--- src/rtl/rx_addr_filter_pkg.sv ---
package rx_addr_filter_pkg;
    typedef enum logic [2:0] {
        RULE_REJECT  = 3'd0,
        RULE_EXACT   = 3'd1,
        RULE_UC_HASH = 3'd2,
        RULE_MC_HASH = 3'd3,
        RULE_BCAST   = 3'd4,
        RULE_PROMISC = 3'd5
    } rule_e;

    typedef enum logic [1:0] {
        ST_IDLE    = 2'd0,
        ST_GATHER  = 2'd1,
        ST_DECIDED = 2'd2
    } flt_state_e;

    localparam logic [31:0] CRC_POLY_REFL = 32'hEDB88320;
endpackage

--- src/rtl/rxf_crc_byte.sv ---
module rxf_crc_byte
    import rx_addr_filter_pkg::*;
(
    input  logic [31:0] crc_in,
    input  logic [7:0]  data_in,
    output logic [31:0] crc_out
);
    always_comb begin
        logic [31:0] c;
        c = crc_in;
        for (int i = 0; i < 8; i++) begin
            if (c[0] ^ data_in[i])
                c = (c >> 1) ^ CRC_POLY_REFL;
            else
                c = c >> 1;
        end
        crc_out = c;
    end
endmodule

--- src/rtl/rxf_addr_shift.sv ---
module rxf_addr_shift #(
    parameter int ADDR_BYTES = 6,
    localparam int ADDR_W = 8 * ADDR_BYTES
) (
    input  logic              clk,
    input  logic              rst_n,
    input  logic              clear,
    input  logic              load,
    input  logic [7:0]        byte_in,
    output logic [ADDR_W-1:0] addr_d
);
    logic [ADDR_W-1:0] addr_q;

    always_comb begin
        if (clear)
            addr_d = '0;
        else if (load)
            addr_d = {addr_q[ADDR_W-9:0], byte_in};
        else
            addr_d = addr_q;
    end

    always_ff @(posedge clk or negedge rst_n) begin
        if (!rst_n)
            addr_q <= '0;
        else
            addr_q <= addr_d;
    end
endmodule

--- src/rtl/rxf_rule_eval.sv ---
module rxf_rule_eval
    import rx_addr_filter_pkg::*;
#(
    parameter int ADDR_BYTES = 6,
    parameter int HASH_BITS  = 6,
    localparam int ADDR_W = 8 * ADDR_BYTES,
    localparam int TBL_N  = 1 << HASH_BITS
) (
    input  logic [ADDR_W-1:0]    addr,
    input  logic [HASH_BITS-1:0] hash_idx,
    input  logic [ADDR_W-1:0]    station,
    input  logic [TBL_N-1:0]     uc_tbl,
    input  logic [TBL_N-1:0]     mc_tbl,
    input  logic                 bcast_drop,
    input  logic                 promisc,
    output rule_e                rule
);
    logic is_bcast, is_group, is_exact;

    assign is_bcast = &addr;
    assign is_group = addr[ADDR_W-8];
    assign is_exact = (addr == station);

    always_comb begin
        if (promisc)
            rule = RULE_PROMISC;
        else if (is_bcast)
            rule = bcast_drop ? RULE_REJECT : RULE_BCAST;
        else if (is_group)
            rule = mc_tbl[hash_idx] ? RULE_MC_HASH : RULE_REJECT;
        else if (is_exact)
            rule = RULE_EXACT;
        else
            rule = uc_tbl[hash_idx] ? RULE_UC_HASH : RULE_REJECT;
    end
endmodule

--- src/rtl/rx_addr_filter.sv ---
module rx_addr_filter
    import rx_addr_filter_pkg::*;
#(
    parameter int ADDR_BYTES = 6,
    parameter int HASH_BITS  = 6,
    localparam int ADDR_W = 8 * ADDR_BYTES,
    localparam int TBL_N  = 1 << HASH_BITS,
    localparam int CNT_W  = $clog2(ADDR_BYTES + 1)
) (
    input  logic              clk,
    input  logic              rst_n,
    input  logic              sof_i,
    input  logic              byte_vld_i,
    input  logic [7:0]        byte_i,
    input  logic              eof_i,
    input  logic [ADDR_W-1:0] station_addr_i,
    input  logic [TBL_N-1:0]  ucast_hash_i,
    input  logic [TBL_N-1:0]  mcast_hash_i,
    input  logic              bcast_drop_i,
    input  logic              promisc_i,
    output logic              verdict_vld_o,
    output logic              accept_o,
    output logic [2:0]        rule_o
);
    flt_state_e        state_q, state_d;
    logic [CNT_W-1:0]  cnt_q;
    logic [31:0]       crc_q, crc_step, crc_d;
    logic [ADDR_W-1:0] addr_d;
    logic              take_byte, last_byte, runt_end;
    rule_e             rule_d;

    assign take_byte = (state_q == ST_GATHER) && byte_vld_i && !sof_i;
    assign last_byte = take_byte && (cnt_q == CNT_W'(ADDR_BYTES - 1));
    assign runt_end  = (state_q == ST_GATHER) && eof_i && !sof_i && !last_byte;

    rxf_crc_byte u_crc (
        .crc_in  (crc_q),
        .data_in (byte_i),
        .crc_out (crc_step)
    );

    assign crc_d = sof_i ? 32'hFFFF_FFFF : (take_byte ? crc_step : crc_q);

    rxf_addr_shift #(.ADDR_BYTES(ADDR_BYTES)) u_addr (
        .clk     (clk),
        .rst_n   (rst_n),
        .clear   (sof_i),
        .load    (take_byte),
        .byte_in (byte_i),
        .addr_d  (addr_d)
    );

    rxf_rule_eval #(.ADDR_BYTES(ADDR_BYTES), .HASH_BITS(HASH_BITS)) u_eval (
        .addr       (addr_d),
        .hash_idx   (crc_d[31 -: HASH_BITS]),
        .station    (station_addr_i),
        .uc_tbl     (ucast_hash_i),
        .mc_tbl     (mcast_hash_i),
        .bcast_drop (bcast_drop_i),
        .promisc    (promisc_i),
        .rule       (rule_d)
    );

    // next-state logic
    always_comb begin
        state_d = state_q;
        unique case (state_q)
            ST_IDLE:    if (sof_i) state_d = ST_GATHER;
            ST_GATHER:  if (sof_i) state_d = ST_GATHER;
                        else if (last_byte || runt_end) state_d = ST_DECIDED;
            ST_DECIDED: if (sof_i) state_d = ST_GATHER;
            default:    state_d = ST_IDLE;
        endcase
    end

    // state register, byte counter and CRC
    always_ff @(posedge clk or negedge rst_n) begin
        if (!rst_n) begin
            state_q <= ST_IDLE;
            cnt_q   <= '0;
            crc_q   <= 32'hFFFF_FFFF;
        end else begin
            state_q <= state_d;
            crc_q   <= crc_d;
            if (sof_i)
                cnt_q <= '0;
            else if (take_byte)
                cnt_q <= cnt_q + 1'b1;
        end
    end

    // registered verdict outputs
    always_ff @(posedge clk or negedge rst_n) begin
        if (!rst_n) begin
            verdict_vld_o <= 1'b0;
            accept_o      <= 1'b0;
            rule_o        <= RULE_REJECT;
        end else if (sof_i) begin
            verdict_vld_o <= 1'b0;
            accept_o      <= 1'b0;
            rule_o        <= RULE_REJECT;
        end else if (last_byte) begin
            verdict_vld_o <= 1'b1;
            accept_o      <= (rule_d != RULE_REJECT);
            rule_o        <= rule_d;
        end else if (runt_end) begin
            verdict_vld_o <= 1'b1;
            accept_o      <= 1'b0;
            rule_o        <= RULE_REJECT;
        end
    end
endmodule

--- config.mk ---
export PLATFORM = sky130hd
export DESIGN_NAME = rx_addr_filter
export DESIGN_NICKNAME = d
export VERILOG_FILES = /design/src/rtl/rx_addr_filter_pkg.sv /design/src/rtl/rxf_crc_byte.sv /design/src/rtl/rxf_addr_shift.sv /design/src/rtl/rxf_rule_eval.sv /design/src/rtl/rx_addr_filter.sv
export SDC_FILE = /design/constraint.sdc
export NUM_CORES = 1
export LEC_CHECK = 0
export BUFFER_PORTS_ARGS = -buffer_cell sky130_fd_sc_hd__buf_2
export CORE_MARGIN = 3
export CORE_UTILIZATION = 44
export CTS_CLUSTER_DIAMETER = 30
export DETAILED_ROUTE_END_ITERATION = 12
export GPL_ROUTABILITY_DRIVEN = 0
export HOLD_SLACK_MARGIN = 0.06
export PLACE_DENSITY = 0.77
export SLEW_MARGIN = 5
export SYNTH_ARGS = -nofsm -noshare
export SYNTH_HDL_FRONTEND = slang
export SYNTH_HIERARCHICAL = 1
export SYNTH_SLANG_ARGS = --single-unit
--- constraint.sdc ---
create_clock -name clk -period 4.15 [get_ports clk]
set_input_delay 0.2075 -clock clk [delete_from_list [all_inputs] [get_ports clk]]
set_output_delay 0.2075 -clock clk [all_outputs]
set_load 0.02 [all_outputs]
After elaboration in Yosys (flattened, before gate mapping):

Cells that the tools add are included.

* equality and inequality tests: 6
* reduce and logical (&&, ||, !) cells: 16
* $lt $le $gt $ge: 1
* add/sub/neg operators: 1
* bitwise gates (word level): 16
* muxes and demuxes: 38

Operators by type and width (count)
* $mux W32: 10
* $not A13 Y14: 8
* $mux W48: 2
* $eq A48 B48 Y1: 1
* $reduce_and A48 Y1: 1
* $mux W3: 10
* $bmux W1 S6: 2
* $mux W2: 5
* $mux W1: 8
* $xor A1 B1 Y1: 8
* $lt A6 B7 Y1 const B: 1
* $logic_and A1 B1 Y1: 6
* $reduce_bool A3 Y1: 2
* $pmux W2 S2: 1
* $add A3 B1 Y3 const B: 1
* $eq A3 B3 Y1 const B: 1
* $ne A3 B2 Y1 const B: 1
* $eq A2 B1 Y1 const B: 1
* $eq A2 B2 Y1 const B: 1
* $logic_not A1 Y1: 2
* $logic_not A2 Y1: 1
* $ne A2 B1 Y1 const B: 1
* $reduce_and A2 Y1: 1
* $reduce_bool A2 Y1: 1
* other kinds (2): 2

* output and inout bits: 5
* flip-flop bits (word level): 90
* logic and storage cells: 86

Logic depth before layout (Yosys ltp):

Gate-level depths: netlist (run 1).

* depth in word-level cells: 28
* gate-level depth with buffers: 18

Hierarchy:

Netlist (run 1), hierarchy kept.

By module, submodules not included
* rxf_addr_shift: area each 1969.4 µm², cells an instance 155, seq. area each 1201.2 µm², times used 1
* rx_addr_filter: area each 1810.5 µm², cells an instance 186, seq. area each 1091.0 µm², times used 1
* rxf_rule_eval: area each 1800.5 µm², cells an instance 173, seq. area each 0.0 µm², times used 1
* rxf_crc_byte: area each 769.5 µm², cells an instance 70, seq. area each 0.0 µm², times used 1

Worst setup path after synthesis (run 1):

OpenSTA, ideal clock, no wires.

* kind: register to register
* start point: register crc_q[1]
* end point: register accept_o
* cell stages (with the launch flop): 17
* setup time: 0.125 ns
* data arrival time: 3.924 ns
* setup slack: 0.101 ns
* period minus slack after synthesis: 4.049 ns
* path through: dfstp_2 -> xnor2_4 -> xor2_4 -> xnor3_1 -> xor2_1 -> nand2_1 -> nand3_1 -> buf_4 -> buf_12 -> mux4_2 -> mux2i_1 -> nand3_1 -> o211ai_1 -> a21oi_2 -> a211o_1 -> or3_1 -> mux2_2

* elaborated cells on any way between the ends: 25

RTL lines
* from (decl): RTL line rx_addr_filter.sv:27 `logic [31:0] crc_q, crc_step, crc_d;`
* from (signal assigned): RTL line rx_addr_filter.sv:84 `crc_q <= crc_d;`
* $mux W32: RTL line rxf_crc_byte.sv:12 `if (c[0] ^ data_in[i])`
* $xor A1 B1 Y1: RTL line rxf_crc_byte.sv:12
* $mux W32 (6 in series): RTL line rxf_crc_byte.sv:12
* $xor A1 B1 Y1: RTL line rxf_crc_byte.sv:12
* $mux W32: RTL line rxf_crc_byte.sv:12
* via crc_step[31]: RTL line rx_addr_filter.sv:27
* $mux W32 (2 in series): RTL line rx_addr_filter.sv:42 `assign crc_d = sof_i ? 32'hFFFF_FFFF : (take_byte ? crc_step : crc_q);`
* $bmux W1 S6: RTL line rxf_rule_eval.sv:30 `rule = mc_tbl[hash_idx] ? RULE_MC_HASH : RULE_REJECT;`
* $mux W1 (implied by the code): RTL line rxf_rule_eval.sv:30
* $mux W2: RTL line rxf_rule_eval.sv:30
* $mux W3: RTL line rxf_rule_eval.sv:29 `else if (is_group)`
* $mux W3: RTL line rxf_rule_eval.sv:27 `else if (is_bcast)`
* $mux W3: RTL line rxf_rule_eval.sv:25 `if (promisc)`
* via rule_d[0]: RTL line rx_addr_filter.sv:30 `rule_e rule_d;`
* $reduce_bool A3 Y1: RTL line rx_addr_filter.sv:104 `accept_o <= (rule_d != RULE_REJECT);`
* $mux W1: RTL line rx_addr_filter.sv:102 `end else if (last_byte) begin`
* $mux W1: RTL line rx_addr_filter.sv:98 `end else if (sof_i) begin`
* to (signal assigned): RTL line rx_addr_filter.sv:104
* to (decl): RTL line rx_addr_filter.sv:22 `output logic accept_o,`

The timed path passes the listed nets, and every way through them passes these cells. The select of a mux whose other input is x is not followed.
A chain may end at the register's enable or synchronous reset.

Worst setup path in the final report (run 1):

* start point: register crc_q[7]
* end point: register accept_o

* elaborated cells on any way between the ends: 25

RTL lines (RTL line)
* $mux W32 *: rxf_crc_byte.sv:12
* $not A13 Y14 (no line)
* $mux W32 * (6 in series): rxf_crc_byte.sv:12
* $xor A1 B1 Y1 *: rxf_crc_byte.sv:12
* $mux W32 *: rxf_crc_byte.sv:12
* via crc_step[31]: rx_addr_filter.sv:27
* $mux W32 * (2 in series): rx_addr_filter.sv:42
* $bmux W1 S6 *: rxf_rule_eval.sv:30
* $mux W1 (implied by the code) *: rxf_rule_eval.sv:30
* $mux W2 *: rxf_rule_eval.sv:30
* $mux W3 *: rxf_rule_eval.sv:29
* $mux W3 *: rxf_rule_eval.sv:27
* $mux W3 *: rxf_rule_eval.sv:25
* via rule_d[0]: rx_addr_filter.sv:30
* $reduce_bool A3 Y1 *: rx_addr_filter.sv:104
* $mux W1 *: rx_addr_filter.sv:102
* $mux W1 *: rx_addr_filter.sv:98

The timed path passes the listed nets; every way through them passes the cells marked *. The select of a mux whose other input is x is not followed.

==> results.txt, run 1 <==
The overall global routing resource usage was 0.216. The die extent in y was 126 um; the estimated wirelength of the detail-placed design was 13,800 um. The logs give 777 for the synthesized netlist net count and 584 for the instance count of the mapped netlist. Of all nets on the critical path, the largest fanout is 11. The prevailing post-synth register cell was dfrtp_1.

The routed design could run at a clock period as short as 4120 ps. The synthesis-to-layout area growth came out at 25.5%. Clock tree synthesis inserted a total of 9 buffers. The register clock-pin slew on the reported worst setup and hold paths came out at 60 ps.

The relative contribution of the clock network to total power is 0.253. Fraction of layout cells with a size suffix above 1: 0.415. The part of the power in registers is 0.329, and the average vias per placed instance is 5.41.

The fraction of power spent switching nets is 0.326, and the largest voltage drop on the vdd net is 0.221 mV. The clock reaches the later pin of the worst-skew pair after 340 ps. Across the routed clock network, the largest skew measured is 9.42 ps. The first global-routing pass estimated 27,100 um of wire.

The measured slew at the worst slew-check pin is 738 ps. Initial antenna violation count: 0. In this run the tool buffered the top-level ports with 195 buffer cells. The internal power of the cells is 2.07 mW. For the worst setup path, the data arrival time is 4340 ps. STA puts the critical path data required time at 4370 ps. For this design, the sink count on the clock tree is 90.

The tools report the final worst hold slack as 86.0 ps. After detailed routing, the average wire length per cell comes to 18.1 um. The effective utilization at floorplan is 0.454. After detailed routing, the total wire length is 17,700 um.

The tools report the sum of negative setup slack as 0 ps. The library cells used most frequently in the layout, excluding fill and tap cells, are buf_2 (194), nand2_1 (74), xor2_1 (60). Counting the fill cells in the layout gives 1,214.

The library cell used most frequently in the layout, excluding fill and tap cells, is buf_2. Number of levels in the clock H-tree: 3. The type of the setup path with the least slack was reg -> reg. For this run, design rule violations remaining after detail routing come to 0.

The area of all placed cells without fillers came out at 7970 um2. The fraction of synthesis flops using an asynchronous set or reset pin works out to 1.00. The power density over the cells is 385 nW/um2, and the leakage power of the design is 3.75 nW.

The total congestion overflow was 0. Timing would allow up to 243 MHz. The vias after detailed routing was 5,295; the floorplan die area was 15,900 um2.

Entering global routing, the biggest net connects 59 pins. The synthesized netlist occupies a cell area of 6350 um2. The tools report the CTS root buffer as clkbuf_16. The number of synthesized flops with an enable pin is 0, and the relative max-transition margin is 0.508. The maximum clock path buffer count was 2.

The logs give 43 for the cell row count and 0 for the number of diodes. Setup violations remaining at the end of the flow were counted as 0. Once detail routing completed, the nets flagged for antenna violations numbered 0.

The count of final hold-check violations is 0, and the number of top-level pins is 196. The tools report the number of distinct library cells after synthesis as 52. TritonCTS built the clock tree. The tools report the final max-slew violation count as 0.

The mean instance size in the synthesized netlist came out at 10.9 um2. Once placement finished, the instance area stood at 7570 um2. STA classifies the critical path endpoint as a register.

The path type of the worst min-delay path was in -> reg. The pre-antenna-repair detailed-routing pass consisted of 5 iterations. The via count of the first global-routing pass was 5,399; the core area was 14,000 um2. The flow ran to the end, and the final reports show no timing, DRC or antenna violations. For the portion of the post-synthesis area used by sequential elements, the log shows 0.361.

In the final design database the tool counted 986 nets. The final critical-path share of the clock period was 0.993; the die boundary width was 126 um. The count of state elements after synthesis was 90. Power dissipated by switching net loads: 1.00 mW.

STA classifies the critical path startpoint as a register. The combinational power share was 0.418; the max-capacitance violation count was 0. The Yosys step of the flow raised 6 warnings. In this run, the number of DRC markers left after iteration 0 of detailed routing was 295.
-- logic make-up (layout without fill, tap and decap cells) --
kind of cell / count (synthesis) / after routing / synth area share
adder cells (fa/ha/maj): 2 / 2 / 0.00394
AO/OA/AOI/OAI: 26 / 26 / 0.0311
XOR/XNOR: 119 / 119 / 0.189
flip-flops: 90 / 90 / 0.361
AND/OR/NAND/NOR: 213 / 213 / 0.158
buffers and inverters: 42 / 256 / 0.0455
multiplexers: 92 / 92 / 0.211
-- repair_timing --
| action | in CTS | in global routing |
|---|---|---|
| pin swaps | 0 | 4 |
| setup endpoints to repair | 1 | 1 |
| resized for setup | 1 | 7 |
| cloned | 0 | 1 |
| buffers inserted | 0 | 6 |
| hold buffers | 1 | 0 |
| hold endpoints to repair | 48 | 0 |
-- worst paths after layout --
check / slack [ps] / from / to / cells past startpoint
setup / recovery: 30 / crc_q[7] / accept_o / 16
hold / removal: 90 / eof_i / state_q[0] / 2
setup reg to reg: 30 / crc_q[7] / accept_o / 16
hold reg to reg: 490 / crc_q[13] / crc_q[13] / 2
max in group asynchronous: 2740 / rst_n / crc_q[18] / 3
min in group asynchronous: 490 / rst_n / u_addr/addr_q[2] / 2
-- per-stage QoR --
stage,instances,setup WS [ps],power (mW),util
6_report,978,31.1,3.07,0.570
5_1_grt,978,-151,3.24,0.570
2_1_floorplan,584,101,1.92,-
4_1_cts,971,8.86,3.03,0.562
3_3_place_gp,954,129,2.22,0.541
3_5_place_dp,954,41.7,2.23,0.541
-- metal layers --
metal | up-vias | share of wire | GRT usage
met5 | - | 0 | 0
met4 | 0 | 0.033 | 0.0808
met3 | 36 | 0.056 | 0.0322
met2 | 227 | 0.51 | 0.378
met1 | 2554 | 0.40 | 0.270
li1 | 2478 | - | -
-- area by class of cell --
| class | count | area, um2 | area share |
|---|---|---|---|
| Clock buffer | 12 | 246 | 0.0309 |
| Clock inverter | 4 | 33.8 | 0.00424 |
| Inverter | 8 | 30.0 | 0.00377 |
| Multi-Input combinational cell | 452 | 3820 | 0.479 |
| Sequential cell | 90 | 2290 | 0.288 |
| Tap cell | 180 | 225 | 0.0283 |
| Timing Repair Buffer | 232 | 1330 | 0.166 |
-- state kept, by name, summed over array words and instances (netlist names) --
| signal | cells |
|---|---|
| crc_q | 32 |
| u_addr/addr_q | 48 |
| accept_o | 1 |
| rule_o | 3 |
| cnt_q | 3 |
| state_q | 2 |
| verdict_vld_o | 1 |
-- power groups by stage --
stage	Sequential (mW)	Clock [mW]	Combinational, mW
floorplan	1.02	0	0.900
global placement	1.02	0	1.19
detailed placement	1.03	0	1.21
CTS	1.01	0.791	1.22
global route	1.02	0.833	1.39
finish	1.01	0.776	1.28
-- cells in the mapped netlist, drive strengths merged, types with 3 or more instances --
cell / n / area [um2]
inv: 8 / 30.0
nor4: 15 / 93.8
nand4: 17 / 106
nor2b: 3 / 18.8
mux2i: 55 / 551
a21oi: 4 / 23.8
nor3: 4 / 31.3
xnor2: 50 / 494
clkbuf: 10 / 41.3
mux4: 32 / 736
xor2: 66 / 634
or3: 4 / 25.0
mux2: 5 / 56.3
a22oi: 4 / 30.0
dfrtp: 58 / 1450
dfstp: 32 / 841
buf: 24 / 218
nand2: 74 / 278
nand3: 34 / 170
nor2: 52 / 195
a31oi: 4 / 25.0
nor3b: 4 / 30.0
-- worst max-delay path: stages, from the launching register on --
cell and delay (ps):
dfstp_2 560, xnor2_2 170, xor2_4 200, buf_4 150
xor2_2 160, xor2_1 200, nand2_1 110, nand3_4 180
buf_8 180, mux4_2 520, o41ai_1 360, a31oi_1 100
o211ai_1 130, a21oi_2 100, a211o_1 280, or3_1 340
mux2_2 260
Power figures use the tool's default switching activity.
==> run 2: changes to the inputs <==
- BUFFER_PORTS_ARGS: -buffer_cell sky130_fd_sc_hd__buf_2 -> default
- DONT_BUFFER_PORTS: default -> 1
- PLACE_DENSITY: 0.77 -> 0.65
==> run 2 against run 1 <==
Sequential share of layout area rose by 3.1 points; register-to-register slack improved by 140 ps; setup slack improved by 140 ps; clock skew is 1.6 ps higher; power up 0.96%; clock power up 12%; non-clock buffer count fell by 187; sequential power is essentially flat; die area stayed put; fmax rose by 3.6%; flip-flop and latch count stayed put; largest cell class unchanged.
==> results.txt, run 2 (synthesis gave the netlist of run 1 again) <==
The flow ran to the end, and the final reports show no timing, DRC or antenna violations. The endpoint type of the worst setup path is a register (unchanged). The count of endpoints failing setup in the final report was 0 (unchanged); the post-layout total power was 3.10 mW (was 3.07 mW).

The tools report the final layout net count as 799 (was 986). The cell at the slowest stage of the critical path was dfstp_2 (unchanged). The worst-case reg-to-reg path depth was 15 (was 16).

Biggest regs: u_addr/addr_q (48), crc_q (32) (unchanged). The synthesis-to-layout area growth was 13.1% (was 25.5%); the max-capacitance violation count was 0 (unchanged). Utilization after layout: 0.514 (was 0.570). The tools report the reg-to-reg critical path startpoint as crc_q[5] (was crc_q[7]). Cell breakdown of the critical path: xor2_2 -> xor2_2 -> xor2_2 -> xor2_1 -> nand2_1 -> nand3_4 -> buf_4 -> mux4_2 -> nor3_1 -> a311o_1 -> a221o_1 -> a21oi_2 -> a211o_1 -> or3_1 -> mux2_2 (was xnor2_2 -> xor2_4 -> buf_4 -> xor2_2 -> xor2_1 -> nand2_1 -> nand3_4 -> buf_8 -> mux4_2 -> o41ai_1 -> a31oi_1 -> o211ai_1 -> a21oi_2 -> a211o_1 -> or3_1 -> mux2_2). Commonest non-fill, non-tap cells in the layout: nand2_1 (74), xor2_1 (60), dfrtp_1 (58) (was buf_2 (194), nand2_1 (74), xor2_1 (60)). The relative max-transition margin was 0.646 (was 0.508); the highest clock rate was 252 MHz (was 243 MHz). The tools report the leakage power of the design as 3.07 nW (was 3.75 nW).

CTS root buffer: clkbuf_16 (unchanged). Fraction of power spent switching nets: 0.319 (was 0.326). Startpoint type of the worst setup path: a register (unchanged). TritonCTS built the clock tree. For the violation count after the first detailed-route iteration, the log shows 266 (was 295).

The average vias per placed instance was 5.81 (was 5.41); the area used by sequential logic in the layout was 2290 um2 (unchanged). For the sum of negative setup slack, the log shows 0 ps (unchanged). For the estimated wirelength of the detail-placed design, the log shows 12,900 um (was 13,800 um). The run gives 0 (unchanged) as the count of final hold-check violations.

The area of all placed cells without fillers was 7180 um2 (was 7970 um2); the first-pass GRT wire length was 25,900 um (was 27,100 um). The final worst hold slack came out at 83.7 ps (was 86.0 ps). The maximum number of pins on one net before global-route repair is 91 (was 59).

Family of cells with the greatest summed delay on the critical path: XOR/XNOR gates (was compound AO/OA/AOI/OAI gates). The vias after detailed routing came out at 4,604 (was 5,295). The type of the setup path with the least slack was reg -> reg (unchanged).

The count of buffers inserted at the top-level ports works out to 0 (was 195). The tools report the final max-slew violation count as 0 (unchanged). The clock period minus final worst setup slack came out at 3970 ps (was 4120 ps). The register ranked first by flip-flop count was u_addr/addr_q (unchanged).

The tools report the capturing instance or port of the critical path as accept_o (unchanged). The routed length per placed instance is 21.7 um (was 18.1 um), and the number of design rule violations left after detail routing is 0 (unchanged). Path type of the worst min-delay path: in -> reg (unchanged). The floorplan die area was 15,900 um2 (unchanged); the post-route antenna net violation count was 0 (unchanged). The die boundary width is 126 um (unchanged), and the final wirelength is 17,200 um (was 17,700 um).

The library cell appearing most often on the critical path was xor2_2. The register clock-pin slew on the reported worst setup and hold paths is 70 ps (was 60 ps). The count of buffering cells on the critical path with inverters included came out at 1 (was 2). The run gives 2.11 mW (was 2.07 mW) as the internal power of the cells. The tools report the combinational power share as 0.393 (was 0.418). The initial antenna violation count was 1 (was 0).

The tools report the number of clock buffers inserted by TritonCTS as 9 (unchanged). The delay of the slowest cell on the worst path is 560 ps (about the same), and the largest voltage drop on the vdd net is 0.315 mV (was 0.221 mV). Maximum fanout count along the critical path: 8 (was 11). Setup repair after global routing could not meet its margin everywhere. The part of the power in registers is 0.327 (was 0.329).

The overall global routing resource usage was 0.208 (was 0.216); the number of filler instances in the final layout was 1,244 (was 1,214). The destination of the worst register-to-register timing path is accept_o (unchanged). The combined area of the multi-input logic cells was 3840 um2 (was 3820 um2); the clock latency of the later-clocked register in the worst-skew pair was 350 ps (was 340 ps). The number of logic stages on the critical path including buffering was 15 (was 16). Worst hold path cell count: 2 (unchanged). The power density over the cells came out at 432 nW/um2 (was 385 nW/um2).

The maximum clock path buffer count was 2 (unchanged). The required time reported for the critical path endpoint was 4390 ps (was 4370 ps); the die extent in y was 126 um (unchanged). Fraction of layout cells with a size suffix above 1: 0.237 (was 0.415).

The run gives 4210 ps (was 4340 ps) as the critical path arrival. Power dissipated by switching net loads: 0.990 mW (was 1.00 mW). For the clock sink count, the log shows 90 (unchanged). The worst setup skew after layout is 11.0 ps (was 9.42 ps).

The number of top-level pins is 196 (unchanged), and the flip-flop count of the largest register after layout is 48 (unchanged). The measured slew at the worst slew-check pin came out at 528 ps (was 738 ps). For the cell row count, the log shows 43 (unchanged). The run gives 0.280 (was 0.253) as the relative contribution of the clock network to total power. For the effective utilization at floorplan, the log shows 0.454 (unchanged). The run gives 0 (unchanged) as the total congestion overflow.

The post-place instance area was 6570 um2 (was 7570 um2); the via count of the first global-routing pass was 4,735 (was 5,399). Launching element of the worst setup path: crc_q[5] (was crc_q[7]). The most common cell after layout, fill and taps aside was nand2_1 (was buf_2). The logs give 3 (unchanged) for the number of levels in the clock H-tree and 5 (unchanged) for the detailed-routing iteration count for the pre-antenna-repair pass.

The tools report the core area as 14,000 um2 (unchanged). The final critical-path share of the clock period was 0.958 (was 0.993). The register-to-register setup slack was 180 ps (was 30 ps).
-- run 2: cell count changes in the layout (fill, tap and decap cells not counted), sizes merged --
cell,previous run,this run
inv,10,13
bufinv,0,1
clkinvlp,1,0
clkinv,1,0
diode,0,1
buf,230,40
dlygate4sd3,1,2
-- run 2: worst register-to-register path: cells and delay by family, from the launching register on --
family / cells / cell delay (ps)
compound gates: 4 / 610
flops: 1 / 560
xor+xnor: 4 / 860
mux: 2 / 790
buf+inv: 1 / 210
simple gates: 4 / 830
-- run 2: worst min path at each step --
stage	start	end	slack, ps
floorplan	rst_n	accept_o	-90
global placement	rst_n	u_addr/addr_q[2]	-80
detailed placement	rst_n	state_q[0]	-80
CTS	sof_i	u_addr/addr_q[5]	70
global route	sof_i	u_addr/addr_q[41]	80
finish	sof_i	u_addr/addr_q[5]	80
-- run 2: per-layer routing --
| metal | vias up | wire length (um) | GRT usage |
|---|---|---|---|
| li1 | 2122 | - | - |
| met1 | 2262 | 6730 | 0.256 |
| met2 | 195 | 9010 | 0.362 |
| met3 | 25 | 1110 | 0.0488 |
| met4 | 0 | 357 | 0.0644 |
| met5 | - | 0 | 0 |
-- run 2: metrics by stage --
| stage | instances | worst slack (ps) |
|---|---|---|
| global route | 792 | -11.1 |
| global placement | 755 | 149 |
| CTS | 775 | 74.4 |
| floorplan | 584 | 101 |
| detailed placement | 755 | 96.1 |
| finish | 792 | 175 |
-- run 2: layout make-up --
class | count | area share
Clock buffer | 10 | 0.0333
Multi-Input combinational cell | 452 | 0.535
Tap cell | 180 | 0.0313
Antenna cell | 1 | 0.000348
Sequential cell | 90 | 0.319
Timing Repair Buffer | 45 | 0.0665
Inverter | 8 | 0.00418
Clock inverter | 6 | 0.0106
-- run 2: what timing repair did --
item,4_1_cts,5_1_grt
setup buffers,0,13
setup endpoints to repair,0,1
hold buffers,4,0
hold endpoints to repair,139,0
gates resized for setup,0,7
-- run 2: power by group through the flow --
stage	Clock [mW]	Combinational [mW]	Sequential (mW)
finish	0.867	1.22	1.01
global route	0.922	1.32	1.02
CTS	0.886	1.12	1.01
detailed placement	0	1.07	1.03
global placement	0	1.06	1.02
floorplan	0	0.900	1.02
==> run 3: changes to the inputs <==
- PLACE_DENSITY: 0.65 -> 0.63
- clock period: 4.15 -> 4.4 ns (I/O delays scaled with it)
==> run 3 against run 2 <==
Die area unchanged; fmax shrank 2.5%; register-to-register slack improved by 150 ps; non-clock buffer count down 22; count of clock-buffer cells in the layout stayed put; clock power shrank 9.7%; power is 11% lower.
==> results.txt, run 3 (synthesis gave the netlist of run 1 again) <==
The tools report the CTS root buffer as clkbuf_16 (unchanged). The count of buffers inserted at the top-level ports works out to 0 (unchanged). The tools report the destination of the worst register-to-register timing path as accept_o (unchanged). The fraction of layout cells with a size suffix above 1 was 0.202 (was 0.237); the die extent in y was 126 um (unchanged).

The final layout net count is 777 (was 799). The register clock-pin slew on the reported worst setup and hold paths came out at 70 ps (about the same). The critical path arrival is 4300 ps (was 4210 ps), and the leakage power of the design is 2.92 nW (was 3.07 nW).

The delay of the slowest cell on the worst path is 580 ps (was 560 ps), and the flip-flop count of the largest register after layout is 48 (unchanged). The run gives 245 MHz (was 252 MHz) as the highest clock rate. The die boundary width was 126 um (unchanged); the largest voltage drop on the vdd net was 0.219 mV (was 0.315 mV). The count of final hold-check violations was 0 (unchanged). The type of the setup path with the least slack is reg -> reg (unchanged).

The combined area of the multi-input logic cells was 3790 um2 (was 3840 um2); the detailed-routing iteration count for the pre-antenna-repair pass was 4 (was 5). Count of endpoints failing setup in the final report: 0 (unchanged). The logs give 2.76 mW (was 3.10 mW) for the post-layout total power and 0 (unchanged) for the max-capacitance violation count. The startpoint of the tightest hold check path is sof_i (unchanged).

Most common cell after layout, fill and taps aside: nand2_1 (unchanged). The run gives 43 (unchanged) as the cell row count. The cell at the slowest stage of the critical path is dfstp_2 (unchanged). Average vias per placed instance: 5.82 (was 5.81). The worst hold path cell count was 2 (unchanged).

The run gives 320 ps (was 180 ps) as the register-to-register setup slack. Commonest non-fill, non-tap cells in the layout: nand2_1 (74), xor2_1 (60), dfrtp_1 (58) (unchanged). The run gives 0 (unchanged) as the post-route antenna net violation count. The run gives 748 (was 755) as the total placed cells including tap cells. The tools report the overall global routing resource usage as 0.208 (about the same). The tools report the endpoint type of the worst setup path as a register (unchanged). The run gives 14,000 um2 (unchanged) as the core area. Floorplan die area: 15,900 um2 (unchanged). The run gives 340 ps (was 350 ps) as the clock latency of the later-clocked register in the worst-skew pair. The path type of the worst min-delay path was in -> reg (unchanged).

The tools report the effective utilization at floorplan as 0.454 (unchanged). The routed length per placed instance is 21.5 um (was 21.7 um). The initial antenna violation count was 2 (was 1); the synthesis-to-layout area growth was 8.73% (was 13.1%).

The measured slew at the worst slew-check pin was 566 ps (was 528 ps); the violation count after the first detailed-route iteration was 370 (was 266). The clock period minus final worst setup slack is 4080 ps (was 3970 ps). Final worst hold slack: 134 ps (was 83.7 ps). Biggest regs: u_addr/addr_q (48), crc_q (32) (unchanged). The final critical-path share of the clock period was 0.927 (was 0.958); the sum of negative setup slack was 0 ps (unchanged). Maximum fanout count along the critical path: 28 (was 8). The number of filler instances in the final layout is 1,256 (was 1,244). Setup repair after global routing left no endpoint under its margin. Register ranked first by flip-flop count: u_addr/addr_q (unchanged).

The logs give 0 (unchanged) for the total congestion overflow and 90 (unchanged) for the clock sink count. The maximum number of pins on one net before global-route repair came out at 91 (unchanged). The run gives 16,500 um (was 17,200 um) as the final wirelength. The logs give 0.620 (was 0.646) for the relative max-transition margin and 12,900 um (about the same) for the estimated wirelength of the detail-placed design. The power density over the cells is 400 nW/um2 (was 432 nW/um2).

The required time reported for the critical path endpoint was 4620 ps (was 4390 ps). The pre-CTS setup slack was 310 ps (was 96.1 ps). The final non-filler cell total is 771 (was 792), and the worst-case reg-to-reg path depth is 15 (unchanged).

The family of cells with the greatest summed delay on the critical path was XOR/XNOR gates (unchanged). The endpoint of the worst hold-timing path is u_addr/addr_q[4] (was u_addr/addr_q[5]). The run gives 3 (unchanged) as the number of levels in the clock H-tree.

The flow ran to the end, and the final reports show no timing, DRC or antenna violations. TritonCTS built the clock tree. Cell breakdown of the critical path: xnor2_4 -> xor2_4 -> xnor3_1 -> xor2_1 -> nand2_1 -> nand3_2 -> buf_12 -> mux4_2 -> mux2i_1 -> a31oi_1 -> o211ai_1 -> a21oi_2 -> a211o_1 -> or3_1 -> mux2_2 (was xor2_2 -> xor2_2 -> xor2_2 -> xor2_1 -> nand2_1 -> nand3_4 -> buf_4 -> mux4_2 -> nor3_1 -> a311o_1 -> a221o_1 -> a21oi_2 -> a211o_1 -> or3_1 -> mux2_2).

Minimum setup slack in the final design: 322 ps (was 175 ps). The count of buffering cells on the critical path with inverters included came out at 1 (unchanged). The worst setup skew after layout was 10.5 ps (was 11.0 ps); the final max-slew violation count was 0 (unchanged). The run gives 196 (unchanged) as the number of top-level pins. The vias after detailed routing was 4,489 (was 4,604); the area used by sequential logic in the layout was 2290 um2 (unchanged). The tools report the startpoint type of the worst setup path as a register (unchanged).

For the via count of the first global-routing pass, the log shows 4,763 (was 4,735). The number of design rule violations left after detail routing came out at 0 (unchanged). The maximum clock path buffer count came out at 2 (unchanged). The first-pass GRT wire length came out at 26,000 um (was 25,900 um).

Number of clock buffers inserted by TritonCTS: 9 (unchanged). The reg-to-reg critical path startpoint was crc_q[1] (was crc_q[5]).
[run 3: worst register-to-register path, delay by kind of cell, from the launching register on]
kind	cells	cell delay [ps]
buffers and inverters	1	200
xor gates and xnor gates	4	1090
AOI/OAI and AO/OA	4	630
muxes	3	940
and+or+nand+nor	3	510
DFF	1	580
[run 3: stage by stage]
stage | util | cell area (um2)
floorplan | - | 6350
global placement | 0.466 | 6520
detailed placement | 0.466 | 6520
CTS | 0.493 | 6900
global route | 0.494 | 6900
finish | 0.494 | 6900
[run 3: how the worst max path moves through the flow]
stage          startpoint       end  slack [ps]  cells after the start
3_3_place_gp     crc_q[1]  accept_o         380                     15
3_5_place_dp     crc_q[1]  accept_o         310                     15
2_1_floorplan    crc_q[1]  accept_o         350                     16
5_1_grt          crc_q[1]  accept_o          80                     15
4_1_cts          crc_q[1]  accept_o         280                     15
6_report         crc_q[1]  accept_o         320                     15
[run 3: area by class of cell]
class | instances | area share
inverters | 8 | 0.00435
flip-flops and latches | 90 | 0.332
repair buffers | 23 | 0.0381
diodes | 2 | 0.000725
multi-input cells | 452 | 0.548
well taps | 180 | 0.0326
clock inverters | 6 | 0.0107
clock buffers | 10 | 0.0332
[run 3: timing repair]
item | CTS | global route
endpoints found under the setup margin | 0 | 0
setup buffers | 0 | 0
hold endpoints to repair | 141 | 0
resized for setup | 0 | 0
hold buffers | 5 | 0
[run 3: metal layers]
layer	vias to the layer above	global-route usage	routed length, um
li1	2067	-	-
met1	2214	0.266	6540
met2	192	0.361	8610
met3	16	0.0441	1140
met4	0	0.0549	244
met5	-	0	0
[run 3: where the power goes]
group / total [mW] / switching, mW / leakage (nW) / internal [mW]
Clock: 0.783 / 0.335 / 0.141 / 0.447
Combinational: 1.02 / 0.493 / 1.64 / 0.530
Sequential: 0.955 / 0.0436 / 1.14 / 0.912
